--- config.mk ---
export PLATFORM = sky130hd
export DESIGN_NAME = stk_core
export DESIGN_NICKNAME = d
export VERILOG_FILES = /design/src/rtl/stk_pkg.sv /design/src/rtl/stk_decode.sv /design/src/rtl/stk_alu.sv /design/src/rtl/stk_lifo.sv /design/src/rtl/stk_core.sv
export SDC_FILE = /design/constraint.sdc
export NUM_CORES = 1
export LEC_CHECK = 0
export CORE_MARGIN = 3
export CORE_UTILIZATION = 40
export CTS_CLUSTER_SIZE = 25
export DETAILED_ROUTE_END_ITERATION = 8
export SLEW_MARGIN = 40
export SYNTH_ARGS = -nofsm -noshare
export SYNTH_HDL_FRONTEND = slang
export SYNTH_SLANG_ARGS = --single-unit
--- constraint.sdc ---
create_clock -name clk -period 3.7 [get_ports clk]
set_input_delay 0.37 -clock clk [delete_from_list [all_inputs] [get_ports clk]]
set_output_delay 0.37 -clock clk [all_outputs]
set_load 0.01 [all_outputs]
--- src/rtl/stk_pkg.sv ---
package stk_pkg;
    localparam int WORD_W = 16;
    localparam int PC_W   = 13;

    typedef enum logic [2:0] {
        CL_LIT, CL_JMP, CL_CJMP, CL_CALL, CL_ALU
    } iclass_e;

    localparam logic [3:0] OP_T    = 4'h0;
    localparam logic [3:0] OP_N    = 4'h1;
    localparam logic [3:0] OP_ADD  = 4'h2;
    localparam logic [3:0] OP_AND  = 4'h3;
    localparam logic [3:0] OP_OR   = 4'h4;
    localparam logic [3:0] OP_XOR  = 4'h5;
    localparam logic [3:0] OP_INV  = 4'h6;
    localparam logic [3:0] OP_LOAD = 4'hC;

    typedef struct packed {
        iclass_e           cls;
        logic [3:0]        alu_op;
        logic              ret;
        logic              t_to_n;
        logic              t_to_r;
        logic              n_to_mem;
        logic [1:0]        rdelta;
        logic [1:0]        ddelta;
        logic [PC_W-1:0]   target;
        logic [WORD_W-1:0] lit_val;
    } dec_t;
endpackage

--- src/rtl/stk_decode.sv ---
module stk_decode
    import stk_pkg::*;
(
    input  logic [WORD_W-1:0] instr,
    output dec_t              dec
);
    always_comb begin
        dec.alu_op   = instr[11:8];
        dec.ret      = instr[12];
        dec.t_to_n   = instr[7];
        dec.t_to_r   = instr[6];
        dec.n_to_mem = instr[5];
        dec.rdelta   = instr[3:2];
        dec.ddelta   = instr[1:0];
        dec.target   = instr[PC_W-1:0];
        dec.lit_val  = {1'b0, instr[14:0]};
        casez (instr[15:13])
            3'b1??:  dec.cls = CL_LIT;
            3'b000:  dec.cls = CL_JMP;
            3'b001:  dec.cls = CL_CJMP;
            3'b010:  dec.cls = CL_CALL;
            default: dec.cls = CL_ALU;
        endcase
    end
endmodule

--- src/rtl/stk_alu.sv ---
module stk_alu
    import stk_pkg::*;
(
    input  logic [3:0]        op,
    input  logic [WORD_W-1:0] t_val,
    input  logic [WORD_W-1:0] n_val,
    input  logic [WORD_W-1:0] mem_val,
    output logic [WORD_W-1:0] result
);
    always_comb begin
        case (op)
            OP_T:    result = t_val;
            OP_N:    result = n_val;
            OP_ADD:  result = t_val + n_val;
            OP_AND:  result = t_val & n_val;
            OP_OR:   result = t_val | n_val;
            OP_XOR:  result = t_val ^ n_val;
            OP_INV:  result = ~t_val;
            OP_LOAD: result = mem_val;
            default: result = t_val;
        endcase
    end
endmodule

--- src/rtl/stk_lifo.sv ---
module stk_lifo #(
    parameter int DEPTH = 16,
    parameter int W     = 16,
    localparam int PW   = $clog2(DEPTH)
) (
    input  logic          clk,
    input  logic          rst,
    input  logic          we,
    input  logic [PW-1:0] waddr,
    input  logic [W-1:0]  wdata,
    input  logic [PW-1:0] raddr,
    output logic [W-1:0]  rdata
);
    logic [W-1:0] ent_q [DEPTH];

    always_ff @(posedge clk) begin
        if (rst) begin
            for (int i = 0; i < DEPTH; i++) ent_q[i] <= '0;
        end else if (we) begin
            ent_q[waddr] <= wdata;
        end
    end

    assign rdata = ent_q[raddr];
endmodule

--- src/rtl/stk_core.sv ---
module stk_core
    import stk_pkg::*;
#(
    parameter int DSTACK_DEPTH = 16,
    parameter int RSTACK_DEPTH = 16
) (
    input  logic              clk,
    input  logic              rst,
    output logic [PC_W-1:0]   imem_addr,
    input  logic [WORD_W-1:0] imem_data,
    output logic [WORD_W-1:0] dmem_addr,
    output logic [WORD_W-1:0] dmem_wdata,
    output logic              dmem_we,
    input  logic [WORD_W-1:0] dmem_rdata,
    output logic [PC_W-1:0]   dbg_pc,
    output logic [WORD_W-1:0] dbg_t,
    output logic [WORD_W-1:0] dbg_n,
    output logic [WORD_W-1:0] dbg_r
);
    localparam int DPW = $clog2(DSTACK_DEPTH);
    localparam int RPW = $clog2(RSTACK_DEPTH);

    typedef struct packed {
        logic [PC_W-1:0]   pc;
        logic [WORD_W-1:0] t;
        logic [DPW-1:0]    dsp;
        logic [RPW-1:0]    rsp;
    } core_st_t;

    core_st_t st_d, st_q;
    dec_t     dec;

    logic [WORD_W-1:0] n_val, r_val, alu_res;
    logic              ds_we_d, rs_we_d;
    logic [DPW-1:0]    ds_waddr_d, dsp_step;
    logic [RPW-1:0]    rs_waddr_d, rsp_step;
    logic [WORD_W-1:0] ds_wdata_d, rs_wdata_d;
    logic [PC_W-1:0]   pc_inc;
    logic              store_d;

    stk_decode u_dec (.instr(imem_data), .dec(dec));

    stk_alu u_alu (
        .op(dec.alu_op), .t_val(st_q.t), .n_val(n_val),
        .mem_val(dmem_rdata), .result(alu_res)
    );

    stk_lifo #(.DEPTH(DSTACK_DEPTH), .W(WORD_W)) u_dstk (
        .clk(clk), .rst(rst), .we(ds_we_d), .waddr(ds_waddr_d),
        .wdata(ds_wdata_d), .raddr(st_q.dsp), .rdata(n_val)
    );

    stk_lifo #(.DEPTH(RSTACK_DEPTH), .W(WORD_W)) u_rstk (
        .clk(clk), .rst(rst), .we(rs_we_d), .waddr(rs_waddr_d),
        .wdata(rs_wdata_d), .raddr(st_q.rsp), .rdata(r_val)
    );

    always_comb begin
        pc_inc     = st_q.pc + 1'b1;
        dsp_step   = st_q.dsp + DPW'({{(DPW-2){dec.ddelta[1]}}, dec.ddelta});
        rsp_step   = st_q.rsp + RPW'({{(RPW-2){dec.rdelta[1]}}, dec.rdelta});
        st_d       = st_q;
        st_d.pc    = pc_inc;
        ds_we_d    = 1'b0;
        ds_waddr_d = st_q.dsp + 1'b1;
        ds_wdata_d = st_q.t;
        rs_we_d    = 1'b0;
        rs_waddr_d = st_q.rsp + 1'b1;
        rs_wdata_d = st_q.t;
        store_d    = 1'b0;
        case (dec.cls)
            CL_LIT: begin
                st_d.t   = dec.lit_val;
                st_d.dsp = st_q.dsp + 1'b1;
                ds_we_d  = 1'b1;
            end
            CL_JMP: st_d.pc = dec.target;
            CL_CJMP: begin
                st_d.pc  = (st_q.t == '0) ? dec.target : pc_inc;
                st_d.t   = n_val;
                st_d.dsp = st_q.dsp - 1'b1;
            end
            CL_CALL: begin
                st_d.pc    = dec.target;
                st_d.rsp   = st_q.rsp + 1'b1;
                rs_we_d    = 1'b1;
                rs_wdata_d = WORD_W'(pc_inc);
            end
            CL_ALU: begin
                st_d.t     = alu_res;
                st_d.dsp   = dsp_step;
                st_d.rsp   = rsp_step;
                ds_waddr_d = dsp_step;
                ds_we_d    = dec.t_to_n & ~dec.ddelta[1];
                rs_waddr_d = rsp_step;
                rs_we_d    = dec.t_to_r;
                store_d    = dec.n_to_mem;
                if (dec.ret) st_d.pc = r_val[PC_W-1:0];
            end
            default: ;
        endcase
    end

    always_ff @(posedge clk) begin
        if (rst) st_q <= '0;
        else     st_q <= st_d;
    end

    assign imem_addr  = st_q.pc;
    assign dmem_addr  = st_q.t;
    assign dmem_wdata = n_val;
    assign dmem_we    = store_d & ~rst;
    assign dbg_pc     = st_q.pc;
    assign dbg_t      = st_q.t;
    assign dbg_n      = n_val;
    assign dbg_r      = r_val;

    a_r1_reset_state: assert property (@(posedge clk)
        rst |=> (dbg_pc == '0 && dbg_t == '0 && dbg_n == '0 && dbg_r == '0));

    a_r2_literal_push: assert property (@(posedge clk) disable iff (rst)
        (imem_data[15] == 1'b1) |=>
            (dbg_t == {1'b0, $past(imem_data[14:0])} && dbg_n == $past(dbg_t)));

    a_r6_cjump_taken: assert property (@(posedge clk) disable iff (rst)
        (imem_data[15:13] == 3'b001 && dbg_t == '0) |=>
            (dbg_pc == $past(imem_data[PC_W-1:0]) && dbg_t == $past(dbg_n)));

    a_r7_call_link: assert property (@(posedge clk) disable iff (rst)
        (imem_data[15:13] == 3'b010) |=>
            (dbg_pc == $past(imem_data[PC_W-1:0]) &&
             dbg_r == WORD_W'($past(dbg_pc) + 1'b1)));

    a_r7_return_pc: assert property (@(posedge clk) disable iff (rst)
        (imem_data[15:12] == 4'b0111) |=> (dbg_pc == $past(dbg_r[PC_W-1:0])));

    a_r5_store_only_alu: assert property (@(posedge clk) disable iff (rst)
        dmem_we |-> (imem_data[15:13] == 3'b011 && imem_data[5]));
endmodule

==> run_results.csv <==
group,metric,value,unit
outcome,status,"finished, final reports clean",
final_layout,drive_gt1_share,20.7,%
logic_synthesis,yosysSeqAreaShare,57.3,%
floorplanning,chipHeight,272,um
detailed_routing,dr.pass1.iters,7,
worst_setup_path,ff2ff_path_depth,13,
worst_hold_path,whs_path_depth,2,
sta,maxSlewViolCount,0,
sta,finalSetupViolCount,0,
worst_hold_path,holdCritStartpoint,"rst",
sta,hold_viol,0,
worst_setup_path,cp_max_fo,10,
detailed_routing,routed_wl,90500,um
clock_tree,clk_latency,0.63,ns
detailed_routing,postRouteAntennaNets,0,
logic_synthesis,syn_area,28400,um2
floorplanning,fp-row-count,97,
run,cap_violations,0,
logic_synthesis,synthCells,2268,
worst_setup_path,r2r_setup_slack,0.09,ns
clock_tree,h-tree-depth,2,
sta,finClkSkew,0.0411,ns
logic_synthesis,synthMostInstantiatedCell,"nor2_1",
logic_synthesis,synth.distinct_cells,88,
logic_synthesis,synth_edf_count,512,
worst_setup_path,startpoint_type,"flop",
placed_design,gp_congestion,0.908,
worst_setup_path,endpoint_kind,"output pin",
sta,period_share,98.5,%
clock_tree,ctsHoldBuffers,0,
clock_tree,clockRootBuffer,"clkbuf_16",
logic_synthesis,yosysWarnings,0,
floorplanning,io_pins,141,
grt,grt_max_degree,58,
power_and_ir_drop,cellLeakagePower,12.4,nW
sta,worst_slew_pin_slew,0.818,ns
detailed_routing,wl_per_cell,26.2,um
clock_tree,cts_tree,"yes",
sta,max_slew_margin,45.0,%
power_and_ir_drop,vdd_drop_max,0.394,mV
detailed_routing,drtIter0Drc,2395,
final_layout,nets,2546,
final_layout,final_util,48.3,%
logic_synthesis,yosys.area.top_type,"edfxtp_1",
clock_tree,cts_buffers,60,
sta,fin_crit,3.64,ns
placed_design,port_buffers,140,
clock_tree,cts.path.max_buffers,3,
final_layout,syn2layout_area_growth,19.3,%
worst_setup_path,cp_data_arrival_time,3.27,ns
logic_synthesis,synth_commonest_cells,"514 x nor2_1, 512 x edfxtp_1, 118 x mux4_2, 115 x nand2_1, 99 x clkbuf_1",
logic_synthesis,yosys-top-cells-area,"edfxtp_1 54%, mux4_2 9.4%, nor2_1 6.8%, dfxtp_1 3.2%, buf_4 2.4%",
floorplanning,fp.dieArea,74200,um2
worst_setup_path,r2r_end,"dbg_t[11]",
detailed_routing,via_per_inst,5.81,
sta,fmax,0.274,GHz
clock_tree,clock-sinks,557,
floorplanning,fp.dieW,272,um
grt,overflow,0,
grt,antenna_found_initial,2,
detailed_routing,drc,0,
worst_setup_path,required,3.33,ns
power_and_ir_drop,p_total,16.5,mW
sta,setup_tns,0,ns
final_layout,fin_area,33900,um2
logic_synthesis,synth_top_area_share,54.2,%
clock_tree,path_clk_slew,0.06,ns
logic_synthesis,syn_nets,2350,
sta,fin_ws,0.0555,ns
placed_design,post-place-ws,-0.262,ns
worst_setup_path,worst-setup-path-type,"reg -> out",
placed_design,dp_hpwl,62700,um
detailed_routing,vias,20088,
logic_synthesis,avgSynthCellArea,12.5,um2
logic_synthesis,ys.flop_type,"edfxtp_1",
logic_synthesis,synthArstFlopShare,0,%
floorplanning,start_util,40.5,%
placed_design,dpl-instance-area,31700,um2
logic_synthesis,synth_seq_cells,557,
power_and_ir_drop,p_per_area,486,nW/um2
floorplanning,coreArea,70100,um2
worst_hold_path,hold_class,"in -> reg",
grt,grt_pass1_vias,20029,
grt,grt_usage,24.1,%
final_layout,antenna_cells,0,
grt,grt_first_pass_wirelength,133000,um
[cell type report]
type	count	area (um2)
clock inverter	37	310
fill	6236	36300
timing repair buffer	387	3810
multi-input combinational	1410	10500
inverter	48	180
clock buffer	76	1580
tap	940	1180
sequential	557	16300
[worst max-delay path by stage]
| stage | startpoint | cells after the start | slack (ns) | to |
|---|---|---|---|---|
| CTS | flop | 15 | -0.008 | dbg_t[11] |
| floorplan | flop | 15 | 0.07 | dbg_t[12] |
| global route | flop | 15 | -0.01 | dbg_t[12] |
| global placement | flop | 12 | -0.28 | dbg_t[14] |
| detailed placement | flop | 12 | -0.26 | dbg_t[14] |
| finish | flop | 9 | 0.06 | dbg_n[12] |
[cell usage in the layout, fill, tap and decap left out, drive strengths merged, types with 45 or more instances in the layout]
master and n:
buf 247, dfxtp 45, edfxtp 512, a21oi 79, inv 50, nor2 516
clkbuf 77, ha 45, nand2 131, mux4 142, and3 72, clkdlybuf4s50 135
[registers in the layout, indices dropped and copies added, names as in the netlist, named ones only]
signal / count
u_dstk.ent_q: 256
u_rstk.ent_q: 256
dbg_t: 16
dbg_pc: 13
st_q: 8
[metrics by stage]
stage,hold slack [ns],instances
4_1_cts,0.367,3443
6_report,0.407,3455
2_1_floorplan,0.486,2268
5_1_grt,0.399,3455
3_5_place_dp,0.542,3326
3_3_place_gp,0.542,3326
[critical path, stage by stage, from the launching register on]
cell	delay (ns)
dfxtp_4	0.42
buf_4	0.14
buf_12	0.14
mux4_2	0.52
a22o_1	0.30
a221oi_4	0.29
buf_6	0.16
inv_1	0.05
buf_4	0.14
clkdlybuf4s50_1	0.48
[timing repair]
action / 4_1_cts / 5_1_grt
gates cloned: 0 / 1
pin swaps: 0 / 7
setup buffers: 4 / 11
gates resized for setup: 13 / 28
setup endpoints to repair: 16 / 16
[metal layers]
metal | track usage [%] | vias up | wire (um)
li1 | - | 8711 | -
met1 | 32.4 | 10231 | 36800
met2 | 39.0 | 975 | 42900
met3 | 4.38 | 167 | 7330
met4 | 8.97 | 4 | 3370
met5 | 0 | - | 40
[cell families (layout without fill, tap and decap cells)]
kind of cell | count (synthesis) | after routing | share of synthesized area [%]
xor gates and xnor gates | 29 | 29 | 0.996
AOI/OAI and AO/OA | 299 | 299 | 7.10
muxes | 171 | 171 | 12.6
and+or+nand+nor | 863 | 863 | 13.6
adders and majority gates | 48 | 48 | 2.20
buffers and inverters | 301 | 548 | 6.13
DFF | 557 | 557 | 57.3
[power breakdown]
part | leakage, nW | total (mW) | internal [mW] | switching, mW
Combinational | 5.83 | 3.34 | 1.42 | 1.92
Sequential | 5.66 | 7.30 | 7.13 | 0.168
Clock | 0.919 | 5.81 | 3.25 | 2.56
Total | 12.4 | 16.5 | 11.8 | 4.65
Power figures use the tool's default switching activity.
